===== config.mk =====
export PLATFORM = sky130hd
export DESIGN_NAME = eep_pin_port
export DESIGN_NICKNAME = d
export VERILOG_FILES = /design/src/rtl/eep_pkg.sv /design/src/rtl/eep_sync.sv /design/src/rtl/eep_ctl_reg.sv /design/src/rtl/eep_pin_mux.sv /design/src/rtl/eep_pin_port.sv
export SDC_FILE = /design/constraint.sdc
export NUM_CORES = 1
export LEC_CHECK = 0
export BUFFER_PORTS_ARGS = -buffer_cell sky130_fd_sc_hd__buf_4
export CORE_MARGIN = 3
export CORE_UTILIZATION = 30
export CTS_CLUSTER_DIAMETER = 40
export CTS_CLUSTER_SIZE = 24
export DETAILED_ROUTE_END_ITERATION = 12
export HOLD_SLACK_MARGIN = 0.12
export PLACE_DENSITY = 0.76
export SLEW_MARGIN = 20
export SYNTH_ARGS = -nofsm -noshare
export SYNTH_HDL_FRONTEND = slang
export SYNTH_SLANG_ARGS = --single-unit

===== constraint.sdc =====
create_clock -name clk -period 1.3 [get_ports clk]
set_clock_uncertainty 0.15 [all_clocks]
set_input_delay 0.26 -clock clk [delete_from_list [all_inputs] [get_ports clk]]
set_output_delay 0.26 -clock clk [all_outputs]
set_load 0.03 [all_outputs]

===== src/rtl/eep_pkg.sv =====
package eep_pkg;
  localparam int unsigned BIT_DIO = 0;
  localparam int unsigned BIT_SK  = 1;
  localparam int unsigned BIT_CS  = 2;
  localparam int unsigned BIT_BSY = 3;
  localparam int unsigned BIT_EN  = 4;
  localparam int unsigned BIT_PRE = 5;
  localparam int unsigned FIELD_W = 6;

  typedef struct packed {
    logic pre;
    logic en;
    logic bsy;
    logic cs;
    logic sk;
    logic di;
  } ctl_t;

  typedef struct packed {
    logic busy;
    logic cs;
    logic sk;
    logic di;
  } pin_t;

  typedef enum logic [1:0] {
    SRC_OFF  = 2'd0,
    SRC_HOST = 2'd1,
    SRC_AUTO = 2'd2
  } src_e;
endpackage


===== src/rtl/eep_sync.sv =====
module eep_sync #(
  parameter int unsigned STAGES = 2
) (
  input  logic clk,
  input  logic rst_hw,
  input  logic d_async,
  output logic q_sync
);
  logic [STAGES-1:0] chain_q;

  generate
    if (STAGES == 1) begin : g_one
      always_ff @(posedge clk or posedge rst_hw) begin
        if (rst_hw) chain_q <= '0;
        else        chain_q <= d_async;
      end
    end else begin : g_many
      always_ff @(posedge clk or posedge rst_hw) begin
        if (rst_hw) chain_q <= '0;
        else        chain_q <= {chain_q[STAGES-2:0], d_async};
      end
    end
  endgenerate

  assign q_sync = chain_q[STAGES-1];
endmodule


===== src/rtl/eep_ctl_reg.sv =====
module eep_ctl_reg
  import eep_pkg::*;
#(
  parameter int unsigned DW = 32
) (
  input  logic          clk,
  input  logic          rst_hw,
  input  logic          wr_en,
  input  logic [DW-1:0] wr_data,
  input  logic          dout_s,
  output ctl_t          ctl_q,
  output logic [DW-1:0] rd_data
);
  localparam ctl_t CTL_RST = '{pre: 1'b0, en: 1'b0, bsy: 1'b0,
                               cs: 1'b0, sk: 1'b1, di: 1'b0};

  logic unused_hi;
  assign unused_hi = ^wr_data[DW-1:FIELD_W];

  always_ff @(posedge clk or posedge rst_hw) begin
    if (rst_hw) begin
      ctl_q <= CTL_RST;
    end else if (wr_en) begin
      ctl_q.pre <= wr_data[BIT_PRE];
      ctl_q.en  <= wr_data[BIT_EN];
      ctl_q.bsy <= wr_data[BIT_BSY];
      ctl_q.cs  <= wr_data[BIT_CS];
      ctl_q.sk  <= wr_data[BIT_SK];
      ctl_q.di  <= wr_data[BIT_DIO];
    end
  end

  always_comb begin
    rd_data          = '0;
    rd_data[BIT_DIO] = dout_s;
    rd_data[BIT_SK]  = ctl_q.sk;
    rd_data[BIT_CS]  = ctl_q.cs;
    rd_data[BIT_BSY] = ctl_q.bsy;
    rd_data[BIT_EN]  = ctl_q.en;
    rd_data[BIT_PRE] = ctl_q.pre;
  end

  // a write reaches the register on the edge where it is sampled
  p_wr_land_r3: assert property (@(posedge clk) disable iff (rst_hw)
    wr_en |=> (ctl_q.sk == $past(wr_data[BIT_SK]) && ctl_q.cs == $past(wr_data[BIT_CS])));

  // the upper read bits stay zero
  p_hi_zero_r8: assert property (@(posedge clk) disable iff (rst_hw)
    rd_data[DW-1:FIELD_W] == '0);
endmodule


===== src/rtl/eep_pin_mux.sv =====
module eep_pin_mux
  import eep_pkg::*;
(
  input  logic clk,
  input  logic rst_hw,
  input  ctl_t ctl,
  input  logic ar_active,
  input  pin_t ar_pins,
  output pin_t pins_q,
  output logic oe_q
);
  localparam pin_t PIN_RST = '{busy: 1'b1, cs: 1'b0, sk: 1'b0, di: 1'b0};

  src_e src;
  pin_t pins_d;

  always_comb begin
    if (ctl.pre || ar_active) src = SRC_AUTO;
    else if (ctl.en)          src = SRC_HOST;
    else                      src = SRC_OFF;
  end

  always_comb begin
    unique case (src)
      SRC_AUTO: pins_d = ar_pins;
      SRC_HOST: pins_d = '{busy: ctl.bsy, cs: ctl.cs, sk: ctl.sk, di: ctl.di};
      default:  pins_d = '0;
    endcase
  end

  always_ff @(posedge clk or posedge rst_hw) begin
    if (rst_hw) begin
      pins_q <= PIN_RST;
      oe_q   <= 1'b0;
    end else begin
      pins_q <= pins_d;
      oe_q   <= 1'b1;
    end
  end

  // pin state while hardware reset is held
  always_ff @(negedge clk) begin
    if (rst_hw) begin
      p_rst_pins_r2: assert (!pins_q.cs && pins_q.busy && !oe_q);
    end
  end

  p_auto_r4: assert property (@(posedge clk) disable iff (rst_hw)
    (ctl.pre || ar_active) |=> (pins_q == $past(ar_pins)));

  p_host_r3: assert property (@(posedge clk) disable iff (rst_hw)
    (!ctl.pre && !ar_active && ctl.en) |=>
      (pins_q.cs == $past(ctl.cs) && pins_q.sk == $past(ctl.sk) && pins_q.di == $past(ctl.di)));

  p_busy_host_r6: assert property (@(posedge clk) disable iff (rst_hw)
    (!ctl.pre && !ar_active && ctl.en) |=> (pins_q.busy == $past(ctl.bsy)));

  p_off_r5: assert property (@(posedge clk) disable iff (rst_hw)
    (!ctl.pre && !ar_active && !ctl.en) |=> (pins_q == '0));

  p_oe_r10: assert property (@(posedge clk) disable iff (rst_hw)
    1'b1 |=> oe_q);
endmodule


===== src/rtl/eep_pin_port.sv =====
module eep_pin_port
  import eep_pkg::*;
#(
  parameter int unsigned DW          = 32,
  parameter int unsigned SYNC_STAGES = 2
) (
  input  logic          clk,
  input  logic          rst_hw,
  input  logic          wr_en,
  input  logic [DW-1:0] wr_data,
  output logic [DW-1:0] rd_data,
  input  logic          ar_active,
  input  logic          ar_cs,
  input  logic          ar_sk,
  input  logic          ar_di,
  input  logic          ar_busy,
  input  logic          ee_do,
  output logic          ee_cs,
  output logic          ee_sk,
  output logic          ee_sk_oe,
  output logic          ee_di,
  output logic          ee_di_oe,
  output logic          busy
);
  ctl_t ctl_q;
  pin_t ar_pins;
  pin_t pins_q;
  logic oe_q;
  logic dout_s;

  assign ar_pins = '{busy: ar_busy, cs: ar_cs, sk: ar_sk, di: ar_di};

  eep_sync #(.STAGES(SYNC_STAGES)) u_sync (
    .clk     (clk),
    .rst_hw  (rst_hw),
    .d_async (ee_do),
    .q_sync  (dout_s)
  );

  eep_ctl_reg #(.DW(DW)) u_reg (
    .clk     (clk),
    .rst_hw  (rst_hw),
    .wr_en   (wr_en),
    .wr_data (wr_data),
    .dout_s  (dout_s),
    .ctl_q   (ctl_q),
    .rd_data (rd_data)
  );

  eep_pin_mux u_mux (
    .clk       (clk),
    .rst_hw    (rst_hw),
    .ctl       (ctl_q),
    .ar_active (ar_active),
    .ar_pins   (ar_pins),
    .pins_q    (pins_q),
    .oe_q      (oe_q)
  );

  assign ee_cs    = pins_q.cs;
  assign ee_sk    = pins_q.sk;
  assign ee_di    = pins_q.di;
  assign busy     = pins_q.busy;
  assign ee_sk_oe = oe_q;
  assign ee_di_oe = oe_q;
endmodule


# Word level (Yosys, flattened, before mapping)
# Index checks and enable logic that the tools add are counted.
totals:
  register_bits: 13
  in_bits: 41
  wordCells: 18
  out_inout_bits: 38
classes:
  n_reduce_logical: 1
  n_eq_ne: 2
  muxes: 3
op_table:
  columns: ["operator", "n"]
  rows:
  - ["4-bit case mux with 2 select lines", 1]
  - ["2-bit by 1-bit equality test with 1-bit output, second input constant", 1]
  - ["2-bit equality test, second input constant", 1]
  - ["2-bit two-way mux", 1]
  - ["1-bit logical OR", 1]
  - ["1-bit two-way mux", 1]

# Logic depth before layout (Yosys ltp)
# Gate-level depths: netlist of the first run.
depth:
  depth_word: 4
  ltp_mapped: 2
  depth_no_buf: 2

# Modules after synthesis
# From an unflattened synthesis of the first run, not the netlist that was laid out.
unflattened:
  hier_cells: 71
  area_unflattened_um2: 759.5
by_module_without_submodules:
  columns: ["module", "n_inst", "area_per_inst_um2", "cells_each"]
  rows:
  - ["eep_ctl_reg", 1, 500.5, 47]
  - ["eep_pin_mux", 1, 197.7, 20]
  - ["eep_sync", 1, 53.8, 3]
  - ["eep_pin_port", 1, 7.5, 1]

# Worst setup path after synthesis of the first run
# OpenSTA, ideal clock, no wires.
synth_timing:
  path_kind: "reg2out"
  startpoint: "register u_mux.oe_q"
  endpoint: "output ee_sk_oe"
  slack_ns: 0.187
  required_time_ns: 0.890
  path_stages_with_launch: 2
  t_arrival_ns: 0.703
  path_cell_list: "dfrtp_1 > buf_4"
synth_rtl:
  columns: ["element", "line", "rtl"]
  rows:
  - ["from (decl)", "eep_pin_mux.sv:10", "output logic oe_q"]
  - ["from (signal assigned)", "eep_pin_mux.sv:34", "oe_q <= 1'b0;"]
  - ["from (signal assigned)", "eep_pin_mux.sv:37", "oe_q <= 1'b1;"]
  - ["to (decl)", "eep_pin_port.sv:20", "output logic ee_sk_oe,"]
# No word-level cell between the ends.

# Worst setup path after layout of the first run
layout_timing:
  startpoint: "register, netlist name u_reg.ctl_q[1]"
  endpoint: "output rd_data[1]"
layout_rtl:
  columns: ["element", "line", "rtl"]
  rows:
  - ["to (decl)", "eep_pin_port.sv:11", "output logic [DW-1:0] rd_data,"]
# No word-level cell between the ends.

==> impl_metrics.ini, run 1 <==
[routing]
viasPerCell = 3.66
ant_nets = 0
via_count = 491
drc = 0
wire_per_inst_um = 10.4
drtIter0Drc = 5
drt-pass1-iter-count = 2
wl_um = 1400

[synth]
synth_cells = 69
synth_top_cell_area_share = 0.366
netlist_area_um2 = 752
synthDistinctLibCells = 11
synth_area_leader_cell = dfrtp_1
synth_area_per_cell_um2 = 10.9
synth-seq-cells = 13
yosys_warnings = 0
netlist_top_cells_area = dfrtp_1, buf_4, mux2_4, dfstp_2, o21ai_0
synth_seq_area_share = 0.436

[cells_and_area]
fill_cells = 226
register_area_um2 = 328
diodes = 0
drive_above_1_share = 0.406
final_area_mm2 = 0.00101
multi_input_area_um2 = 263
layout_common_cells = conb_1, buf_4, dlygate4sd3_1, dfrtp_1, mux2_4
layout_commonest_cell = conb_1
area_delta_synth_final_pct = 34.9
final_nets = 148

[worst_setup_path]
worstPathMaxFanout = 2
path_delay_family = flip-flops
cp-end-kind = output port
rr_endpoint = u_mux.pins_q[1]
crit_cells = 1
cpMaxStageDelayCell = dfstp_2
worst-r2r-cell-count = 3
slowest_delay_ns = 0.54
cp_cell_sequence = buf_6
rrSetupSlack_ns = 0.13
setup.worst_path.start = u_reg.ctl_q[1]
rr_startpoint = u_reg.ctl_q[5]
critical_path_buf_inv_count = 1
crit_path_end = rd_data[1]
cp.required_ns = 0.89
arrival_ns = 0.94
path_class = register to output port
cp-start-kind = register

[timing]
finalSetupTns_ns = -0.0742
rsz0062_at_grt = yes
hold_viol = 0
max_freq_ghz = 0.740
layout_setup_ws_ns = -0.0505
fin_crit_sh = 1.04
slew_viol_final = 0
finalSetupViolations = 2
finalCriticalPeriod_ns = 1.35

[die]
dieArea_mm2 = 0.00314
fp.coreArea_mm2 = 0.00230
num_rows = 17
initial_core_util = 0.327
io_pins = 79
die_w_um = 56.1
die_h_um = 56.1

[clocking]
htreeDepth = 1
path_clk_slew_ns = 0.07
cts_tree = yes
cts_buffer_depth = 2
clock_sinks = 13
root_buffer = clkbuf_4
insertion_delay_ns = 0.27
numCtsBuffers = 3

[run_status]
status = finished with violations
violations = setup timing

[place]
portBuffers = 26
placed_area_um2 = 817
gp_congestion = 0.741
dp_hpwl_um = 1020
place_ws_ns = 0.200

[global_route]
grt_max_degree = 14
grt_pass1_wl_um = 2130
grt_pass1_vias = 470
grt_antenna_before_repair = 0
overflow = 0
grtUsageTotal = 0.0906

[job]
timing.max_cap.violations = 0

[power_and_ir_drop]
ir_drop_v = 0.000379
internal_power_w = 0.000713
sw_frac_of_total = 0.342
p_clk_frac = 0.218
finalPower_w = 0.00108
leakagePower_nw = 0.529
p_per_area_mw_per_mm2 = 1070
seqPwrFrac = 0.428
p_comb_frac = 0.355
p_switching_w = 0.000371

[min_path]
hold_path.class = input port to register
==> synthesized netlist by cell type, drive strengths merged <==
cell type  instances
o21ai              8
or2                1
buf               34
dfrtp             11
dfstp              2
mux2               6
conb               2
nand2              4
inv                1
==> metrics by stage <==
step,util,hold slack [ns],cells
4_1_cts,0.437,0.181,134
5_1_grt,0.442,0.179,134
3_5_place_dp,0.356,0.159,114
6_report,0.442,0.185,134
2_1_floorplan,-,-0.0145,94
3_3_place_gp,0.356,0.145,114
==> metal layers <==
| layer | part of all wire | global-route usage | vias to the layer above |
|---|---|---|---|
| li1 | - | - | 232 |
| met1 | 0.31 | 0.0807 | 223 |
| met2 | 0.56 | 0.175 | 31 |
| met3 | 0.10 | 0.0209 | 5 |
| met4 | 0.028 | 0.0610 | 0 |
| met5 | 0 | 0 | - |
==> cell type report <==
type,instances,share of cell area
Sequential cell,13,0.323
Timing Repair Buffer,42,0.354
Tap cell,28,0.0345
Inverter,1,0.00370
Clock buffer,4,0.0259
Multi-Input combinational cell,46,0.259
==> power by group through the flow <==
stage / Sequential, W / Clock, W / Combinational (W)
after global placement: 0.000476 / 0 / 0.000315
after CTS: 0.000464 / 0.000246 / 0.000378
after floorplan: 0.000500 / 0 / 0.000288
final: 0.000463 / 0.000236 / 0.000384
after global routing: 0.000469 / 0.000272 / 0.000405
after detailed placement: 0.000478 / 0 / 0.000320
==> worst min-delay path by stage <==
| stage | start | endpoint | slack [ns] | cells past startpoint |
|---|---|---|---|---|
| 4_1_cts | wr_en | u_reg.ctl_q[2] | 0.18 | 2 |
| 3_3_place_gp | rst_hw | u_sync.chain_q[1] | 0.14 | 2 |
| 3_5_place_dp | rst_hw | u_sync.chain_q[1] | 0.16 | 2 |
| 6_report | wr_en | u_reg.ctl_q[0] | 0.19 | 2 |
| 5_1_grt | wr_en | u_reg.ctl_q[2] | 0.18 | 2 |
| 2_1_floorplan | rst_hw | u_mux.oe_q | -0.01 | 1 |
==> sequential cells by signal, summed over array words and instances (netlist names) <==
| signal | count |
|---|---|
| u_mux.oe_q | 1 |
| u_mux.pins_q | 4 |
| u_sync.chain_q | 2 |
| u_reg.ctl_q | 6 |
==> logic make-up after synthesis <==
kind of cell | after synthesis | share of synthesized area
buffers and inverters | 35 | 0.349
AOI/OAI and AO/OA | 8 | 0.0532
muxes | 6 | 0.120
other | 2 | 0.00999
DFF | 13 | 0.436
and+or+nand+nor | 5 | 0.0316
==> timing repair <==
item / 4_1_cts / 5_1_grt
hold endpoints to repair: 22 / 0
setup endpoints to repair: 4 / 4
resized for setup: 2 / 3
buffers inserted: 3 / 0
hold buffers: 13 / 0
No activity file was read; power rests on OpenSTA's default activity.
==> inputs of run 2 (changes only) <==
- SETUP_SLACK_MARGIN: default -> 0.05
==> run 2 against run 1 <==
Effect of this change: sequential power is essentially flat; global-route usage grew 1.0 points; final area grew 5.5%; largest cell class unchanged; first-iteration DRC count grew 20%; critical path type unchanged; total power grew 2.1%; highest routed layer unchanged; the run still ends with setup timing left.
==> impl_metrics.ini, run 2 (same netlist as run 1, synthesis figures left out) <==
[worst_setup_path]
path_delay_family = flip-flops
cp_cell_sequence = buf_6
cp.required_ns = 0.89
cp-start-kind = register
arrival_ns = 0.94
slowest_delay_ns = 0.55
cpMaxStageDelayCell = dfstp_2
rrSetupSlack_ns = 0.12
worstPathMaxFanout = 2
path_class = register to output port
critical_path_buf_inv_count = 1
cp-end-kind = output port

[cells_and_area]
largest_reg_flops = 6
layout_commonest_cell = conb_1
layout_common_cells = conb_1, buf_4, dlygate4sd3_1, dfrtp_1, buf_6
fill_cells = 218
drive_above_1_share = 0.400
final_nets = 152
diodes = 0
largestRegisters = u_reg.ctl_q x6, u_mux.pins_q x4, u_sync.chain_q x2
largest-register = u_reg.ctl_q
utilization = 0.466
area_delta_synth_final_pct = 42.4

[global_route]
grt_pass1_vias = 501
grt_antenna_before_repair = 0
grtUsageTotal = 0.101
grt_max_degree = 14
grt_pass1_wl_um = 2350
overflow = 0

[power_and_ir_drop]
p_per_area_mw_per_mm2 = 1030
ir_drop_v = 0.000530
leakagePower_nw = 0.562

[clocking]
path_clk_slew_ns = 0.07
root_buffer = clkbuf_4
cts_buffer_depth = 2
clock_sinks = 13
htreeDepth = 1
cts_tree = yes
insertion_delay_ns = 0.26
numCtsBuffers = 3

[timing]
finalSetupTns_ns = -0.0626
max_freq_ghz = 0.743
layout_setup_ws_ns = -0.0456
finalCriticalPeriod_ns = 1.35
slew_viol_final = 0
finalSetupViolations = 2
fin_crit_sh = 1.04
rsz0062_at_grt = yes
hold_viol = 0

[routing]
drtIter0Drc = 6
drc = 0
viasPerCell = 3.62
via_count = 499
wire_per_inst_um = 11.1
drt-pass1-iter-count = 2
wl_um = 1530
ant_nets = 0

[place]
gp_congestion = 0.741
dp_hpwl_um = 1020
portBuffers = 26

[die]
io_pins = 79
die_h_um = 56.1
initial_core_util = 0.327
die_w_um = 56.1
dieArea_mm2 = 0.00314
num_rows = 17
fp.coreArea_mm2 = 0.00230

[run_status]
violations = setup timing
status = finished with violations

[min_path]
hold_path.class = input port to register

[job]
timing.max_cap.violations = 0
[run 2: per-layer routing]
metal  vias to the layer above  GRT usage  share of wire
met5                         -          0              0
met4                         0     0.0610         0.0079
met3                         2     0.0209          0.090
met2                        28      0.194           0.60
met1                       228     0.0949           0.30
li1                        241          -              -
[run 2: timing repair]
action,4_1_cts,5_1_grt
endpoints found under the setup margin,6,13
hold buffers,15,0
gates resized for setup,4,7
endpoints found under the hold margin,22,0
buffers inserted,5,0
[run 2: worst reg2reg max path, delay by kind of cell, from the launching register on]
family | cells | cell delay, ns
buf+inv | 1 | 0.16
flops | 1 | 0.40
simple gates | 1 | 0.26
compound gates | 1 | 0.14
[run 2: report_power, final]
part / internal, W / switching [W] / leakage, nW
registers: 0.000445 / 0.0000208 / 0.151
clock network: 0.000119 / 0.000113 / 0.0150
logic: 0.000170 / 0.000239 / 0.396
total: 0.000733 / 0.000373 / 0.562
[run 2: path summary, 6_finish.rpt]
path | start | to | depth (start not counted)
max | u_reg.ctl_q[1] | rd_data[1] | 1
min | wr_en | u_reg.ctl_q[2] | 2
max reg2reg | u_reg.ctl_q[5] | u_mux.pins_q[2] | 3
min reg2reg | u_sync.chain_q[0] | u_sync.chain_q[1] | 0
max in group asynchronous | rst_hw | u_mux.pins_q[3] | 3
min in group asynchronous | rst_hw | u_mux.pins_q[0] | 3
[run 2: area by class of cell]
cell class | instances | area [um^2] | share of cell area
clock buffer | 4 | 26.3 | 0.0245
inverter | 1 | 3.75 | 0.00350
multi-input combinational | 46 | 259 | 0.242
sequential | 13 | 328 | 0.306
tap | 28 | 35.0 | 0.0327
timing repair buffer | 46 | 419 | 0.391
[run 2: through the flow]
stage	std cells	setup WS, ns	total power (W)	hold slack, ns	area [um^2]
after global placement	114	0.206	0.000791	0.145	817
final	138	-0.0456	0.00111	0.191	1070
after floorplan	94	0.187	0.000788	-0.0145	846
after CTS	138	-0.0637	0.00111	0.181	1050
after detailed placement	114	0.200	0.000797	0.159	817
after global routing	138	-0.0887	0.00117	0.184	1070
